$ cat config.mk
export PLATFORM = sky130hd
export DESIGN_NAME = mcu_ctrl
export DESIGN_NICKNAME = d
export VERILOG_FILES = /design/src/rtl/mcu_ctrl_pkg.sv /design/src/rtl/mcu_dispatch.sv /design/src/rtl/mcu_useq.sv /design/src/rtl/mcu_ucode.sv /design/src/rtl/mcu_field_dec.sv /design/src/rtl/mcu_ctrl.sv
export SDC_FILE = /design/constraint.sdc
export NUM_CORES = 1
export LEC_CHECK = 0
export ABC_AREA = 1
export BUFFER_PORTS_ARGS = -buffer_cell sky130_fd_sc_hd__buf_2
export CELL_PAD_IN_SITES_DETAIL_PLACEMENT = 1
export CELL_PAD_IN_SITES_GLOBAL_PLACEMENT = 2
export CORE_ASPECT_RATIO = 2
export CORE_MARGIN = 3
export CORE_UTILIZATION = 21
export CTS_CLUSTER_SIZE = 25
export DETAILED_ROUTE_END_ITERATION = 10
export HOLD_SLACK_MARGIN = 0.15
export PLACE_DENSITY = 0.83
export SYNTH_ARGS = -nofsm -noshare
export SYNTH_HDL_FRONTEND = slang
export SYNTH_SLANG_ARGS = --single-unit
$ cat constraint.sdc
create_clock -name clk -period 2.6 [get_ports clk]
set_clock_uncertainty 0.1 [all_clocks]
set_input_delay 0.13 -clock clk [delete_from_list [all_inputs] [get_ports clk]]
set_output_delay 0.13 -clock clk [all_outputs]
set_load 0.01 [all_outputs]
$ cat src/rtl/mcu_ctrl_pkg.sv
package mcu_ctrl_pkg;

    localparam int OPC_W = 6;
    localparam int UA_W  = 4;

    typedef enum logic [UA_W-1:0] {
        US_FETCH    = 4'd0,
        US_DECODE   = 4'd1,
        US_RR_EXEC  = 4'd2,
        US_RR_WB    = 4'd3,
        US_ORI_EXEC = 4'd4,
        US_ORI_WB   = 4'd5,
        US_LD_ADDR  = 4'd6,
        US_LD_READ  = 4'd7,
        US_LD_WB    = 4'd8,
        US_ST_ADDR  = 4'd9,
        US_ST_WRITE = 4'd10,
        US_BR_CMP   = 4'd11
    } ustate_t;

    typedef enum logic [1:0] {
        SQ_FETCH = 2'b00,
        SQ_DISP  = 2'b01,
        SQ_INC   = 2'b10,
        SQ_RSVD  = 2'b11
    } seq_t;

    typedef enum logic [1:0] {
        AL_ADD = 2'b00,
        AL_SUB = 2'b01,
        AL_FN  = 2'b10,
        AL_OR  = 2'b11
    } alu_t;

    typedef enum logic [2:0] {
        B_FOUR = 3'b000,
        B_SEXT = 3'b001,
        B_ZEXT = 3'b010,
        B_SHFT = 3'b011,
        B_RT   = 3'b100
    } srcb_t;

    typedef enum logic [1:0] {
        D_NONE  = 2'b00,
        D_RD_AL = 2'b01,
        D_RT_AL = 2'b10,
        D_RT_MM = 2'b11
    } dest_t;

    typedef enum logic [1:0] {
        M_NONE = 2'b00,
        M_RDPC = 2'b01,
        M_RDAL = 2'b10,
        M_WRAL = 2'b11
    } mem_t;

    // 14-bit vertically encoded microword
    typedef struct packed {
        alu_t  alu;
        logic  src_a;
        srcb_t src_b;
        dest_t dest;
        mem_t  mem;
        logic  irw;
        logic  pcw;
        seq_t  seq;
    } uword_t;

    localparam int UW_W = $bits(uword_t);

    localparam logic [OPC_W-1:0] OP_RR  = 6'h00;
    localparam logic [OPC_W-1:0] OP_ORI = 6'h0D;
    localparam logic [OPC_W-1:0] OP_LW  = 6'h23;
    localparam logic [OPC_W-1:0] OP_SW  = 6'h2B;
    localparam logic [OPC_W-1:0] OP_BEQ = 6'h04;

endpackage

$ cat src/rtl/mcu_dispatch.sv
module mcu_dispatch
    import mcu_ctrl_pkg::*;
(
    input  logic [OPC_W-1:0] opcode,
    output ustate_t          target
);

    always_comb begin
        unique case (opcode)
            OP_RR:   target = US_RR_EXEC;
            OP_ORI:  target = US_ORI_EXEC;
            OP_LW:   target = US_LD_ADDR;
            OP_SW:   target = US_ST_ADDR;
            OP_BEQ:  target = US_BR_CMP;
            default: target = US_FETCH;
        endcase
    end

endmodule

$ cat src/rtl/mcu_useq.sv
module mcu_useq
    import mcu_ctrl_pkg::*;
(
    input  logic    clk,
    input  logic    rst,
    input  seq_t    seq,
    input  ustate_t disp,
    output ustate_t upc_q
);

    ustate_t upc_d;

    always_comb begin
        unique case (seq)
            SQ_DISP: upc_d = disp;
            SQ_INC:  upc_d = ustate_t'(4'(upc_q) + 4'd1);
            default: upc_d = US_FETCH;
        endcase
    end

    always_ff @(posedge clk) begin
        if (rst) upc_q <= US_FETCH;
        else     upc_q <= upc_d;
    end


    a_r1_reset_to_fetch: assert property (@(posedge clk) rst |=> upc_q == US_FETCH);

    a_r2_seq_increment: assert property (@(posedge clk) disable iff (rst)
        seq == SQ_INC |=> 4'(upc_q) == 4'($past(upc_q) + 4'd1));

    a_r2_seq_fetch: assert property (@(posedge clk) disable iff (rst)
        (seq == SQ_FETCH || seq == SQ_RSVD) |=> upc_q == US_FETCH);

    a_r2_seq_dispatch: assert property (@(posedge clk) disable iff (rst)
        seq == SQ_DISP |=> upc_q == $past(disp));

endmodule

$ cat src/rtl/mcu_ucode.sv
module mcu_ucode
    import mcu_ctrl_pkg::*;
(
    input  ustate_t upc,
    output uword_t  uw
);

    always_comb begin
        uw = '0;
        unique case (upc)
            US_FETCH: begin
                uw.mem = M_RDPC;
                uw.irw = 1'b1;
                uw.pcw = 1'b1;
                uw.seq = SQ_INC;
            end
            US_DECODE: begin
                uw.src_b = B_SHFT;
                uw.seq   = SQ_DISP;
            end
            US_RR_EXEC: begin
                uw.alu   = AL_FN;
                uw.src_a = 1'b1;
                uw.src_b = B_RT;
                uw.seq   = SQ_INC;
            end
            US_RR_WB:  uw.dest = D_RD_AL;
            US_ORI_EXEC: begin
                uw.alu   = AL_OR;
                uw.src_a = 1'b1;
                uw.src_b = B_ZEXT;
                uw.seq   = SQ_INC;
            end
            US_ORI_WB: uw.dest = D_RT_AL;
            US_LD_ADDR, US_ST_ADDR: begin
                uw.src_a = 1'b1;
                uw.src_b = B_SEXT;
                uw.seq   = SQ_INC;
            end
            US_LD_READ: begin
                uw.mem = M_RDAL;
                uw.seq = SQ_INC;
            end
            US_LD_WB:    uw.dest = D_RT_MM;
            US_ST_WRITE: uw.mem  = M_WRAL;
            US_BR_CMP: begin
                uw.alu   = AL_SUB;
                uw.src_a = 1'b1;
                uw.src_b = B_RT;
                uw.pcw   = 1'b1;
            end
            default: uw = '0;
        endcase
    end

endmodule

$ cat src/rtl/mcu_field_dec.sv
module mcu_field_dec
    import mcu_ctrl_pkg::*;
(
    input  logic       clk,
    input  logic       rst,
    input  uword_t     uw,
    input  logic       alu_zero,
    output logic [1:0] alu_op,
    output logic       alu_sel_a,
    output logic [1:0] alu_sel_b,
    output logic       ext_sign,
    output logic       reg_wr,
    output logic       mem_to_reg,
    output logic       reg_dst,
    output logic       mem_rd,
    output logic       mem_wr,
    output logic       addr_sel,
    output logic       ir_wr,
    output logic       pc_wr,
    output logic       pc_src
);

    logic is_branch;

    assign alu_op    = uw.alu;
    assign alu_sel_a = uw.src_a;
    assign ir_wr     = uw.irw;
    assign is_branch = (uw.alu == AL_SUB);

    always_comb begin
        unique case (uw.src_b)
            B_SEXT:  begin alu_sel_b = 2'b01; ext_sign = 1'b1; end
            B_ZEXT:  begin alu_sel_b = 2'b01; ext_sign = 1'b0; end
            B_SHFT:  begin alu_sel_b = 2'b10; ext_sign = 1'b1; end
            B_RT:    begin alu_sel_b = 2'b11; ext_sign = 1'b1; end
            default: begin alu_sel_b = 2'b00; ext_sign = 1'b1; end
        endcase
    end

    always_comb begin
        unique case (uw.dest)
            D_RD_AL: {reg_wr, mem_to_reg, reg_dst} = 3'b101;
            D_RT_AL: {reg_wr, mem_to_reg, reg_dst} = 3'b100;
            D_RT_MM: {reg_wr, mem_to_reg, reg_dst} = 3'b110;
            default: {reg_wr, mem_to_reg, reg_dst} = 3'b000;
        endcase
    end

    always_comb begin
        unique case (uw.mem)
            M_RDPC:  {mem_rd, mem_wr, addr_sel} = 3'b100;
            M_RDAL:  {mem_rd, mem_wr, addr_sel} = 3'b101;
            M_WRAL:  {mem_rd, mem_wr, addr_sel} = 3'b011;
            default: {mem_rd, mem_wr, addr_sel} = 3'b000;
        endcase
    end

    always_comb begin
        pc_src = uw.pcw & is_branch;
        pc_wr  = uw.pcw & (~is_branch | alu_zero);
    end


    a_r6_mem_exclusive: assert property (@(posedge clk) disable iff (rst)
        !(mem_rd && mem_wr));

    a_r8_cond_needs_zero: assert property (@(posedge clk) disable iff (rst)
        (pc_wr && pc_src) |-> alu_zero);

    a_r5_memdata_writes: assert property (@(posedge clk) disable iff (rst)
        mem_to_reg |-> (reg_wr && !reg_dst));

    a_r4_irwr_with_fetch: assert property (@(posedge clk) disable iff (rst)
        ir_wr |-> (mem_rd && !addr_sel && pc_wr && !pc_src));

endmodule

$ cat src/rtl/mcu_ctrl.sv
module mcu_ctrl
    import mcu_ctrl_pkg::*;
(
    input  logic             clk,
    input  logic             rst,
    input  logic [OPC_W-1:0] opcode,
    input  logic             alu_zero,
    output logic [1:0]       alu_op,
    output logic             alu_sel_a,
    output logic [1:0]       alu_sel_b,
    output logic             ext_sign,
    output logic             reg_wr,
    output logic             mem_to_reg,
    output logic             reg_dst,
    output logic             mem_rd,
    output logic             mem_wr,
    output logic             addr_sel,
    output logic             ir_wr,
    output logic             pc_wr,
    output logic             pc_src,
    output logic [UA_W-1:0]  upc
);

    ustate_t upc_q;
    ustate_t disp;
    uword_t  uw;

    mcu_dispatch u_disp (
        .opcode (opcode),
        .target (disp)
    );

    mcu_useq u_seq (
        .clk   (clk),
        .rst   (rst),
        .seq   (uw.seq),
        .disp  (disp),
        .upc_q (upc_q)
    );

    mcu_ucode u_rom (
        .upc (upc_q),
        .uw  (uw)
    );

    mcu_field_dec u_dec (
        .clk        (clk),
        .rst        (rst),
        .uw         (uw),
        .alu_zero   (alu_zero),
        .alu_op     (alu_op),
        .alu_sel_a  (alu_sel_a),
        .alu_sel_b  (alu_sel_b),
        .ext_sign   (ext_sign),
        .reg_wr     (reg_wr),
        .mem_to_reg (mem_to_reg),
        .reg_dst    (reg_dst),
        .mem_rd     (mem_rd),
        .mem_wr     (mem_wr),
        .addr_sel   (addr_sel),
        .ir_wr      (ir_wr),
        .pc_wr      (pc_wr),
        .pc_src     (pc_src)
    );

    assign upc = upc_q;


    a_r3_unknown_refetch: assert property (@(posedge clk) disable iff (rst)
        (upc_q == US_DECODE && disp == US_FETCH) |=> upc_q == US_FETCH);

endmodule

### After elaboration in Yosys (flattened, before gate mapping)

Cells that the tools add are included.

* bits in registers: 4
* latch bits: 0
* memory bits (writable): 0
* memory bits (read-only): 0
* input port bits: 9
* output and inout bits: 19
* word-level logic and storage cells: 63
* memories kept: 0

* add/subtract/negate cells: 1
* multiply operators: 0
* div/mod/pow operators: 0
* $lt $le $gt $ge: 0
* equality and inequality tests: 28
* shifts and indexed selects: 0
* multiplexer cells: 18
* bitwise operators: 4
* reductions and logical operators: 11

Operator list (count)
* $pmux W2 S3: 4
* $pmux W4 S5: 1
* $eq A4 B3 Y1 const B: 4
* $eq A4 B4 Y1 const B: 4
* $eq A6 B6 Y1 const B: 2
* $pmux W3 S4: 1
* $reduce_or A2 Y1: 6
* $eq A2 B2 Y1 const B: 5
* $mux W1: 10
* $eq A2 B1 Y1 const B: 4
* $eq A4 B2 Y1 const B: 2
* $pmux W4 S2: 1
* $eq A3 B2 Y1 const B: 2
* $eq A6 B3 Y1 const B: 1
* $eq A6 B4 Y1 const B: 1
* $logic_not A6 Y1: 1
* $reduce_or A6 Y1: 1
* $reduce_or A5 Y1: 1
* $add A4 B1 Y4 const B: 1
* $eq A4 B1 Y1 const B: 1
* $logic_not A4 Y1: 1
* $pmux W2 S2: 1
* $eq A3 B1 Y1 const B: 1
* $eq A3 B3 Y1 const B: 1
* 4 further kinds: 5

### Depth between registers and ports, before layout

* word-level depth: 6
* gate-level depth with buffers: 12
* depth with buffers taken out: 12

### Modules after synthesis

Synthesis repeated with hierarchy kept, for this count alone.

* cell total of the unflattened synthesis: 127
* area total of the unflattened synthesis: 699.4 sq um

Modules (own cells, without submodules)
* mcu_useq: instances 1, cells each 27, area each 216.5 sq um, sequential area each 80.1 sq um
* mcu_ucode: instances 1, cells each 47, area each 215.2 sq um, sequential area each 0.0 sq um
* mcu_field_dec: instances 1, cells each 29, area each 157.7 sq um, sequential area each 0.0 sq um
* mcu_dispatch: instances 1, cells each 24, area each 110.1 sq um, sequential area each 0.0 sq um

### Worst setup path before layout

Ideal clock, no wire load.

* path kind: register to register
* start point: reg u_seq.upc_q[0]
* end point: reg u_seq.upc_q[0]
* library setup time: 0.070 ns
* arrival: 1.810 ns
* data required time: 2.430 ns
* slack: 0.620 ns
* stages on the path, launching flop included: 10
* buffers on the path: 0
* clock period less this slack: 1.980 ns
* path through: dfxtp_1 inv_1 ha_1 nand3_2 nand2_2 nor2_2 nand3_2 ha_1 or2_2 a21oi_1

* word-level cells in the longest chain between the ends: 5
* elaborated cells between the ends (all ways): 13
* those cells by class: add/sub: 1; eq/ne: 8; mux: 2; reduce/logical: 2

RTL lines
* start, declared: line mcu_useq.sv:8 `output ustate_t upc_q`
* start signal, assigned: line mcu_useq.sv:23 `else upc_q <= upc_d;`
* $eq A4 B3 Y1 (tied with other cells): line mcu_ucode.sv:10 `unique case (upc)`
* $reduce_or A6 Y1 (no line)
* $pmux W2 S2: line mcu_ucode.sv:10
* $eq A2 B2 Y1 / $eq A2 B1 Y1 (equally long branches): line mcu_useq.sv:14 `unique case (seq)`
* $pmux W4 S2 *: line mcu_useq.sv:14

Mark *: on every way between the ends. The rest lies on a longest branch, timed or not.
A chain may end at the register's enable or synchronous reset.

### Worst setup path in the final report

* start point: reg u_seq.upc_q[1]
* end point: reg u_seq.upc_q[0]

* word-level cells in the longest chain between the ends: 5
* elaborated cells between the ends (all ways): 12
* those cells by class: eq/ne: 8; mux: 2; reduce/logical: 2

RTL lines (line)
* $eq A4 B3 Y1 (tied with other cells): mcu_ucode.sv:10
* $reduce_or A6 Y1 (no line)
* $pmux W2 S2 *: mcu_ucode.sv:10
* $eq A2 B2 Y1 / $eq A2 B1 Y1 (equally long branches): mcu_useq.sv:14
* $pmux W4 S2 *: mcu_useq.sv:14

Marked as above.

==> results.toml <==
[yosys]
synthCells = 101
syn_avg_cell_area_um2 = 5.92
syn_area_um2 = 598
yosys-top-cells-area = "ha_1, nand2_1, dfxtp_1"
synth_top_area_cell = "ha_1"
ys_ff_latch = 4
ys_types = 18
seq_area_frac_synth_pct = 13.4
ys_warn_count = 0
netlist.area_leader.share_pct = 14.6
synth_fp_nets = 117

[sta]
period_share_pct = 84.0
setup_violations = 0
tightestPinTransition_ns = 0.400
finalSetupTns_ns = 0
rsz0062_at_grt = "false"
hold_violations = 0
slew_headroom_pct = 73.3
period_needed_ns = 2.19
maxSlewViolCount = 0
setup_ws_ns = 0.415
fmax_mhz = 458

[clock_tree]
clockRootBuffer = "clkbuf_8"
cts_max_path_buffers = 2
cts_made_buffers = 3
clock_latency_ns = 0.22
cts_max_level = 1
ctsHoldBuffers = 1
cts.repair.resized = 0
postCtsSetupBuffers = 0
cts.clk_slew.worst_paths_ns = 0.03
cts.sinks = 4
cts_tree = "built"

[critical_path]
endpoint_kind = "register"
critPathMaxFanout = 6
cp.arrival_ns = 2.23
rr_worst_depth = 9
r2r_slack_ns = 0.41
critPathKind = "reg -> reg"
startpoint_type = "register"
cp.required_ns = 2.64

[power]
ir_drop_uv = 370
leakage_nw = 0.505
powerDensity_nw_per_um2 = 687

[finish]
stdcell_area_um2 = 808
final-seq-area_um2 = 80.1
utilization_pct = 30.7
regMostFlops = "u_seq.upc_q"
multi_input_comb_area_um2 = 420
largest_register_ffs = 4
fin_nets = 149
layout-drive-gt1-share_pct = 32.1
syn2layout_area_growth_pct = 35.1
antennaDiodeCount = 0
nFillCells = 369
top_regs = "u_seq.upc_q (4)"

[global_routing]
grt_pass1_vias = 777
antenna_found_initial = 0
grt_first_pass_wirelength_um = 3140
grt_remaining_overflow = 0
grt_usage_pct = 11.7
grt_max_degree = 10

[routing]
drt-initial-drc-count = 2
drtPass1Iterations = 2
drc = 0
drt_wl_total_um = 1900
vias = 754
vias_per_cell = 4.74
wl_per_cell_um = 11.9
drtAntennaViolNets = 0

[die]
ios = 28
die_y_um = 81.5
coreArea_um2 = 2640
num_rows = 26
initial_core_util_pct = 22.7
fp.dieW_um = 43.7
dieArea_um2 = 3560

[run]
cap_violations = 0

[place]
gp_congestion = 0.779
place_ws_ns = 0.382
portBuffers = 27
dpl.hpwl_um = 1730
post_dp_cell_area_um2 = 757

[hold_path]
min_path_type = "in -> reg"
min_path_cells = 6

[outcome]
status = "completed"
power by group:
| part | internal (mW) | leakage, nW | switching (mW) | total [mW] |
|---|---|---|---|---|
| logic | 0.130 | 0.451 | 0.203 | 0.333 |
| registers | 0.0717 | 0.0325 | 0.0165 | 0.0882 |
| clock network | 0.0990 | 0.0216 | 0.0352 | 0.134 |
cells in the mapped netlist (all sizes together):
cell type and n:
dfxtp 4, or2 1, inv 23, nand3 19, nor2 12, ha 7
nand2 25, o221ai 1, buf 1, a21oi 4, o21ai 3, nand4 1
worst max-delay path, cell delays in order, from the launching register on:
cell	delay, ns
dfxtp_1	0.44
inv_1	0.09
ha_1	0.24
nand3_1	0.18
nand2_2	0.08
nor2_2	0.14
nand3_2	0.09
ha_1	0.27
or2_2	0.33
a21oi_1	0.14
placed cells by master (no fill, tap or decap):
cell type      synthesis  final
clkbuf_8               0      3
dfxtp_1                4      4
nor2_1                10     10
o221ai_1               1      1
nand2_2                2      2
nor2_4                 1      1
dlygate4sd3_1          0      1
inv_1                 21     21
o21ai_0                3      3
buf_2                  0     27
nand3_1               15     15
nand2_4                1      1
nand2_1               22     22
a21oi_1                4      4
nand4_1                1      1
or2_2                  1      1
inv_2                  2      2
ha_1                   7      7
nand3_2                4      4
nor2_2                 1      1
final timing paths:
| check | from | end |
|---|---|---|
| max | u_seq.upc_q[1] | u_seq.upc_q[0] |
| min | opcode[1] | u_seq.upc_q[2] |
| min reg2reg | u_seq.upc_q[0] | u_seq.upc_q[3] |
| max reg2reg | u_seq.upc_q[1] | u_seq.upc_q[0] |
cells by family after synthesis:
logic type | after synthesis | synth area share [%]
AND/OR/NAND/NOR | 58 | 48.3
buffers and inverters | 24 | 16.3
AO/OA/AOI/OAI | 8 | 7.32
adder cells (fa/ha/maj) | 7 | 14.6
flip-flops | 4 | 13.4
per-layer routing:
metal  GRT usage [%]  wire length, µm
met1            8.95              546
met2            24.3             1130
met3            1.54              125
met4            8.16               97
met5               0                0
layout make-up:
type | count | share of cell area [%]
clock buffer | 3 | 5.11
inverter | 23 | 10.7
tap | 28 | 4.33
multi-input combinational | 73 | 52.0
timing repair buffer | 28 | 18.0
sequential | 4 | 9.91
stage by stage:
step,total power [mW],cells,hold slack [ns]
final,0.555,159,0.217
after CTS,0.569,159,0.220
after detailed placement,0.430,155,0.328
after global placement,0.422,155,0.325
after floorplan,0.313,101,0.226
after global routing,0.615,159,0.289
(Power assumes the default switching activity.)
